**src/rtl/scl_tim_pkg.sv**
```systemverilog
package scl_tim_pkg;

    localparam int CFG_W      = 32;
    localparam int BASE_LSB   = 0;
    localparam int LOW_LSB    = 12;
    localparam int HIGH_LSB   = 16;
    localparam int CLK_FLD_HI = 19;
    localparam int RSV_HI_LSB = 20;

    typedef enum logic [1:0] {
        SCL_OFF  = 2'd0,
        SCL_LOW  = 2'd1,
        SCL_HIGH = 2'd2,
        SCL_HOLD = 2'd3
    } scl_state_e;

endpackage

```
**src/rtl/scl_cfg_store.sv**
```systemverilog
module scl_cfg_store
    import scl_tim_pkg::*;
#(
    parameter int PHASE_W = 4,
    parameter int BASE_W  = 4
) (
    input  logic               clk,
    input  logic               rst_n,
    input  logic               wr_all,
    input  logic               wr_clk,
    input  logic [CFG_W-1:0]   wdata,
    output logic [CFG_W-1:0]   word_q,
    output logic [BASE_W-1:0]  base_div,
    output logic [PHASE_W-1:0] high_len,
    output logic [PHASE_W-1:0] low_len
);

    localparam logic [CFG_W-1:0] CLK_MASK =
        (((CFG_W)'(1) << (CLK_FLD_HI + 1)) - ((CFG_W)'(1) << LOW_LSB))
        | (((CFG_W)'(1) << BASE_W) - 1);

    always_ff @(posedge clk or negedge rst_n) begin
        if (!rst_n) begin
            word_q <= '0;
        end else if (wr_all) begin
            word_q <= wdata;
        end else if (wr_clk) begin
            word_q <= (word_q & ~CLK_MASK) | (wdata & CLK_MASK);
        end
    end

    assign base_div = word_q[BASE_LSB +: BASE_W];

    generate
        if (PHASE_W >= 4) begin : g_wide
            assign high_len = word_q[HIGH_LSB +: PHASE_W];
            assign low_len  = word_q[LOW_LSB  +: PHASE_W];
        end else begin : g_narrow
            assign high_len = word_q[HIGH_LSB +: PHASE_W];
            assign low_len  = word_q[LOW_LSB  +: PHASE_W];
        end
    endgenerate


    keep_upper_chk: assert property (@(posedge clk) disable iff (!rst_n)
        (wr_clk && !wr_all) |=> $stable(word_q[CFG_W-1:RSV_HI_LSB]));


    keep_mid_chk: assert property (@(posedge clk) disable iff (!rst_n)
        (wr_clk && !wr_all) |=> $stable(word_q[LOW_LSB-1:BASE_W]));

endmodule

```
**src/rtl/scl_prescale.sv**
```systemverilog
module scl_prescale #(
    parameter int BASE_W = 4
) (
    input  logic              clk,
    input  logic              rst_n,
    input  logic              run,
    input  logic [BASE_W-1:0] base_div,
    output logic              tick,
    output logic              at_zero
);

    localparam int PRE_W = (1 << BASE_W) - 1;

    logic [PRE_W-1:0] cnt_q;
    logic [PRE_W:0]   span;
    logic [PRE_W-1:0] lim;

    always_comb begin
        span = (PRE_W + 1)'(1) << base_div;
        lim  = PRE_W'(span - 1'b1);
    end

    assign tick    = run && (cnt_q >= lim);
    assign at_zero = (cnt_q == '0);

    always_ff @(posedge clk or negedge rst_n) begin
        if (!rst_n) begin
            cnt_q <= '0;
        end else if (!run || tick) begin
            cnt_q <= '0;
        end else begin
            cnt_q <= cnt_q + 1'b1;
        end
    end


    tick_wrap_chk: assert property (@(posedge clk) disable iff (!rst_n)
        tick |=> (cnt_q == '0));


    idle_clear_chk: assert property (@(posedge clk) disable iff (!rst_n)
        !run |=> at_zero);

endmodule

```
**src/rtl/scl_phase_fsm.sv**
```systemverilog
module scl_phase_fsm
    import scl_tim_pkg::*;
#(
    parameter int PHASE_W = 4
) (
    input  logic               clk,
    input  logic               rst_n,
    input  logic               enable,
    input  logic               scl_in,
    input  logic               tick,
    input  logic               pre_zero,
    input  logic [PHASE_W-1:0] high_len,
    input  logic [PHASE_W-1:0] low_len,
    output logic               pre_run,
    output logic               scl_drive_low,
    output logic               sample_stb,
    output logic               change_stb
);

    scl_state_e         state_q, state_d;
    logic [PHASE_W-1:0] ph_cnt_q;
    logic               first_low_q;
    logic               smp_done_q;
    logic [PHASE_W:0]   mid_pt;
    logic               low_done, high_done;

    assign mid_pt    = ((PHASE_W + 1)'(high_len) + 1'b1) >> 1;
    assign low_done  = tick && (ph_cnt_q >= low_len);
    assign high_done = tick && (ph_cnt_q >= high_len);

    always_comb begin
        state_d = state_q;
        unique case (state_q)
            SCL_OFF:  state_d = enable ? SCL_LOW : SCL_OFF;
            SCL_LOW: begin
                if (!enable)       state_d = SCL_OFF;
                else if (low_done) state_d = SCL_HIGH;
            end
            SCL_HIGH: begin
                if (!enable)        state_d = SCL_OFF;
                else if (!scl_in)   state_d = SCL_HOLD;
                else if (high_done) state_d = SCL_LOW;
            end
            SCL_HOLD: begin
                if (!enable)     state_d = SCL_OFF;
                else if (scl_in) state_d = SCL_HIGH;
            end
            default: state_d = SCL_OFF;
        endcase
    end

    always_ff @(posedge clk or negedge rst_n) begin
        if (!rst_n) begin
            state_q     <= SCL_OFF;
            ph_cnt_q    <= '0;
            first_low_q <= 1'b0;
            smp_done_q  <= 1'b0;
        end else begin
            state_q     <= state_d;
            first_low_q <= (state_d == SCL_LOW) && (state_q != SCL_LOW);
            if ((state_d == SCL_OFF) ||
                (state_d == SCL_LOW  && state_q != SCL_LOW) ||
                (state_d == SCL_HIGH && state_q == SCL_LOW)) begin
                ph_cnt_q <= '0;
            end else if (tick) begin
                ph_cnt_q <= ph_cnt_q + 1'b1;
            end
            if (state_d != SCL_HIGH && state_d != SCL_HOLD) begin
                smp_done_q <= 1'b0;
            end else if (sample_stb) begin
                smp_done_q <= 1'b1;
            end
        end
    end

    always_comb begin
        pre_run       = enable && ((state_q == SCL_LOW) ||
                                   (state_q == SCL_HIGH && scl_in));
        scl_drive_low = (state_q == SCL_LOW);
        change_stb    = (state_q == SCL_LOW) && first_low_q;
        sample_stb    = (state_q == SCL_HIGH) && scl_in && !smp_done_q &&
                        pre_zero && ((PHASE_W + 1)'(ph_cnt_q) == mid_pt);
    end


    off_release_chk: assert property (@(posedge clk) disable iff (!rst_n)
        !enable |=> (!scl_drive_low && !sample_stb && !change_stb));


    change_single_chk: assert property (@(posedge clk) disable iff (!rst_n)
        change_stb |=> !change_stb);


    hold_freeze_chk: assert property (@(posedge clk) disable iff (!rst_n)
        (state_q == SCL_HOLD && enable) |=> $stable(ph_cnt_q));


    strobe_excl_chk: assert property (@(posedge clk) disable iff (!rst_n)
        $onehot0({sample_stb, change_stb}));


    sample_once_chk: assert property (@(posedge clk) disable iff (!rst_n)
        sample_stb |=> !sample_stb);

endmodule

```
**src/rtl/scl_timing_gen.sv**
```systemverilog
module scl_timing_gen
    import scl_tim_pkg::*;
#(
    parameter int PHASE_W = 4,
    parameter int BASE_W  = 4
) (
    input  logic        clk,
    input  logic        rst_n,
    input  logic        enable,
    input  logic        cfg_wr_all,
    input  logic        cfg_wr_clk,
    input  logic [31:0] cfg_wdata,
    input  logic        scl_sense,
    output logic [31:0] cfg_word,
    output logic        scl_drive_low,
    output logic        sample_stb,
    output logic        change_stb
);

    logic [BASE_W-1:0]  base_div;
    logic [PHASE_W-1:0] high_len;
    logic [PHASE_W-1:0] low_len;
    logic               pre_run;
    logic               tick;
    logic               pre_zero;

    scl_cfg_store #(.PHASE_W(PHASE_W), .BASE_W(BASE_W)) u_cfg (
        .clk      (clk),
        .rst_n    (rst_n),
        .wr_all   (cfg_wr_all),
        .wr_clk   (cfg_wr_clk),
        .wdata    (cfg_wdata),
        .word_q   (cfg_word),
        .base_div (base_div),
        .high_len (high_len),
        .low_len  (low_len)
    );

    scl_prescale #(.BASE_W(BASE_W)) u_pre (
        .clk      (clk),
        .rst_n    (rst_n),
        .run      (pre_run),
        .base_div (base_div),
        .tick     (tick),
        .at_zero  (pre_zero)
    );

    scl_phase_fsm #(.PHASE_W(PHASE_W)) u_fsm (
        .clk           (clk),
        .rst_n         (rst_n),
        .enable        (enable),
        .scl_in        (scl_sense),
        .tick          (tick),
        .pre_zero      (pre_zero),
        .high_len      (high_len),
        .low_len       (low_len),
        .pre_run       (pre_run),
        .scl_drive_low (scl_drive_low),
        .sample_stb    (sample_stb),
        .change_stb    (change_stb)
    );


    start_low_chk: assert property (@(posedge clk) disable iff (!rst_n)
        (enable && !$past(enable) && !scl_drive_low && !$past(scl_drive_low))
        |=> scl_drive_low);

endmodule

```
**config.mk**
```make
export PLATFORM = sky130hd
export DESIGN_NAME = scl_timing_gen
export DESIGN_NICKNAME = d
export VERILOG_FILES = /design/src/rtl/scl_tim_pkg.sv /design/src/rtl/scl_cfg_store.sv /design/src/rtl/scl_prescale.sv /design/src/rtl/scl_phase_fsm.sv /design/src/rtl/scl_timing_gen.sv
export SDC_FILE = /design/constraint.sdc
export NUM_CORES = 1
export LEC_CHECK = 0
export BUFFER_PORTS_ARGS = -buffer_cell sky130_fd_sc_hd__buf_2
export CORE_ASPECT_RATIO = 1.2
export CORE_UTILIZATION = 55
export DETAILED_ROUTE_END_ITERATION = 12
export GPL_ROUTABILITY_DRIVEN = 0
export PLACE_DENSITY = 0.85
export SKIP_CTS_REPAIR_TIMING = 1
export SLEW_MARGIN = 20
export SYNTH_ARGS = -nofsm -noshare
export SYNTH_HDL_FRONTEND = slang
export SYNTH_HIERARCHICAL = 1
export SYNTH_SLANG_ARGS = --single-unit
```
**constraint.sdc**
```tcl
create_clock -name clk -period 11.2 [get_ports clk]
set_input_delay 1.12 -clock clk [delete_from_list [all_inputs] [get_ports clk]]
set_output_delay 1.12 -clock clk [all_outputs]
set_load 0.02 [all_outputs]
```
==> impl_metrics.env <==
export IMPL_cts_root_buf="clkbuf_8"
export IMPL_drc=0
export IMPL_wl_mm=6.38
export IMPL_cts_buffers=5
export IMPL_multiInputGateArea_mm2=0.00173
export IMPL_netlist_instances=304
export IMPL_period_needed_ns=4.39
export IMPL_hp_class="register to register"
export IMPL_num_vias=2411
export IMPL_ys_ff_latch=55
export IMPL_setup_tns_ns=0
export IMPL_synth_top_area_frac=0.417
export IMPL_fill_cells=466
export IMPL_grt_pass1_vias=2464
export IMPL_report_final_slew_viol_count=0
export IMPL_wl_per_cell_um=14.4
export IMPL_coreArea_mm2=0.00574
export IMPL_die_h_um=86.9
export IMPL_power_density_mw_per_mm2=117
export IMPL_grt_setup_unrepaired="false"
export IMPL_yosysMostFrequentCell="dfrtp_1"
export IMPL_ys_warnings_count=6
export IMPL_start_kind="register"
export IMPL_dieArea_mm2=0.00632
export IMPL_drv_cap=0
export IMPL_cp_cell_sequence="or2_2 > or3_1 > ha_1 > nor3_1 > a21o_1 > a32oi_1 > ha_1 > nand4_1 > nor3_2 > nor3_2 > o21a_1 > a21boi_0 > nor2b_1 > a31o_2 > a21oi_1"
export IMPL_io_buffer_count=72
export IMPL_synth_area_top_cells="dfrtp_1 (42%), ha_1 (11%), mux2_2 (7.5%)"
export IMPL_vdd_drop_max_mv=0.0849
export IMPL_crit_slowest_cell="a21boi_0"
export IMPL_crit_arrival_ns=4.58
export IMPL_die_w_um=72.8
export IMPL_ys_types=51
export IMPL_critPathKind="register to register"
export IMPL_async_flop_share=1.00
export IMPL_cp_top_family="simple AND/OR/NAND/NOR gates"
export IMPL_p_leak_nw=1.77
export IMPL_cts_clk_slew_worst_paths_ns=0.10
export IMPL_synth_edff_count=0
export IMPL_area_growth_pct=13.4
export IMPL_viasPerCell=5.44
export IMPL_regArea_mm2=0.00138
export IMPL_dp_slack_ns=6.85
export IMPL_synth_area_leader_cell="dfrtp_1"
export IMPL_clock_sinks=55
export IMPL_grt_max_degree=56
export IMPL_cp_max_fo=11
export IMPL_finalNetCount=428
export IMPL_relSlewSlack=0.310
export IMPL_drt_first_pass_iters=4
export IMPL_num_antenna_cells=0
export IMPL_cp_required_ns=11.39
export IMPL_path_buf_inv=0
export IMPL_fin_ws_ns=6.81
export IMPL_drt_iter0_markers=93
export IMPL_clk_latency_ns=0.30
export IMPL_grt_usage=0.222
export IMPL_worst_slew_pin_slew_ns=1.03
export IMPL_cp_end_kind="register"
export IMPL_cts_tree="done"
export IMPL_netlist_top_cells_count="dfrtp_1 (55), ha_1 (28), mux2_2 (22)"
export IMPL_fmax_mhz=228
export IMPL_mappedNetlistArea_mm2=0.00330
export IMPL_synthesis_nets=370
export IMPL_core_rowCount=30
export IMPL_htree_num_levels=2
export IMPL_setup_viol=0
export IMPL_fin_skew_ns=0.00458
export IMPL_timing_final_crit_share=0.392
export IMPL_layout_drive_gt1_share=0.350
export IMPL_grt_overflow=0
export IMPL_dp_hpwl_mm=4.89
export IMPL_slowest_delay_ns=0.79
export IMPL_grt_antenna_before_repair=0
export IMPL_synth_main_ff_cell="dfrtp_1"
export IMPL_syn_avg_cell_area_um2=10.9
export IMPL_ant_nets=0
export IMPL_io_pins=73
export IMPL_grt_pass1_wl_mm=11.0
export IMPL_max_clock_path_buffers=2
export IMPL_status="completed"
export IMPL_seq_area_frac_synth=0.417
export IMPL_initial_core_util=0.575
export IMPL_hold_viol_final=0
==> worst reg2reg max path, delay by kind of cell, from the launching register on <==
family          cells  cell delay (ns)
compound gates      6             1.47
fa+ha+maj           2             0.64
simple gates        7             1.68
flops               1             0.50
==> final timing paths <==
kind / startpoint / endpoint / slack, ns / depth (start not counted)
hold / removal: u_fsm/state_q[1]$_DFF_PN0_ / u_fsm/first_low_q$_DFF_PN0_ / 0.50 / 1
setup / recovery: u_cfg/word_q[1]$_DFFE_PN0P_ / u_fsm/smp_done_q$_DFFE_PN0P_ / 6.81 / 15
setup reg to reg: u_cfg/word_q[1]$_DFFE_PN0P_ / u_fsm/smp_done_q$_DFFE_PN0P_ / 6.81 / 15
min in group asynchronous: rst_n / u_cfg/word_q[15]$_DFFE_PN0P_ / 0.93 / 2
max in group asynchronous: rst_n / u_pre/cnt_q[8]$_DFF_PN0_ / 9.82 / 2
hold reg to reg: u_fsm/state_q[1]$_DFF_PN0_ / u_fsm/first_low_q$_DFF_PN0_ / 0.50 / 1
==> area by class of cell <==
cell class / instances / area share
Multi-Input combinational cell: 213 / 0.461
Timing Repair Buffer: 73 / 0.0982
Tap cell: 80 / 0.0267
Sequential cell: 55 / 0.367
Inverter: 14 / 0.0140
Clock buffer: 6 / 0.0220
Clock inverter: 2 / 0.0104
==> through the flow <==
| step | hold slack (ns) | cells | instance area (um^2) | total power [W] | util |
|---|---|---|---|---|---|
| after floorplan | 0.451 | 304 | 3300 | 0.000281 | - |
| after global placement | 0.469 | 435 | 3620 | 0.000302 | 0.631 |
| after detailed placement | 0.482 | 435 | 3620 | 0.000306 | 0.631 |
| after CTS | 0.495 | 443 | 3750 | 0.000445 | 0.652 |
| after global routing | 0.530 | 443 | 3750 | 0.000462 | 0.652 |
| final | 0.496 | 443 | 3750 | 0.000440 | 0.652 |
==> cell usage in the layout (no fill, tap or decap), types with 2 or more instances in the layout <==
master	n
buf_2	72
nor3_1	5
mux2_2	22
nor2_1	15
inv_1	14
a211oi_2	2
nand4_1	6
nand3_1	15
xor2_1	11
nand2b_1	3
nand2_1	12
nor4_1	3
dfrtp_1	55
mux2_1	10
clkbuf_8	6
o21ai_0	8
ha_1	28
a21oi_1	16
a21o_1	5
o21a_1	2
nor2_2	10
xnor2_1	12
nor3_2	3
==> power by group <==
part	internal [W]	leakage, nW	switching [W]
logic	0.0000347	1.02	0.0000463
clock network	0.0000736	0.0618	0.0000644
registers	0.000210	0.691	0.0000111
==> logic make-up (layout without fill, tap and decap cells) <==
| group | after synthesis | after routing | synth area share |
|---|---|---|---|
| AO/OA/AOI/OAI | 42 | 42 | 0.0905 |
| XOR/XNOR | 23 | 23 | 0.0610 |
| adder cells (fa/ha/maj) | 28 | 28 | 0.106 |
| buffers and inverters | 36 | 95 | 0.0606 |
| flip-flops | 55 | 55 | 0.417 |
| multiplexers | 33 | 33 | 0.112 |
| AND/OR/NAND/NOR | 87 | 87 | 0.153 |
==> routing by layer <==
metal / part of all wire / track usage / up-vias
li1: - / - / 1170
met2: 0.51 / 0.394 / 73
met5: 0 / 0 / -
met3: 0.049 / 0.0440 / 10
met1: 0.42 / 0.272 / 1158
met4: 0.015 / 0.0624 / 0
==> sequential cells by signal (all words and copies together) (netlist names) <==
name               count
u_fsm/first_low_q      1
u_cfg/word_q          32
u_fsm/ph_cnt_q         4
u_fsm/smp_done_q       1
u_pre/cnt_q           15
u_fsm/state_q          2
No activity file was read; power rests on OpenSTA's default activity.
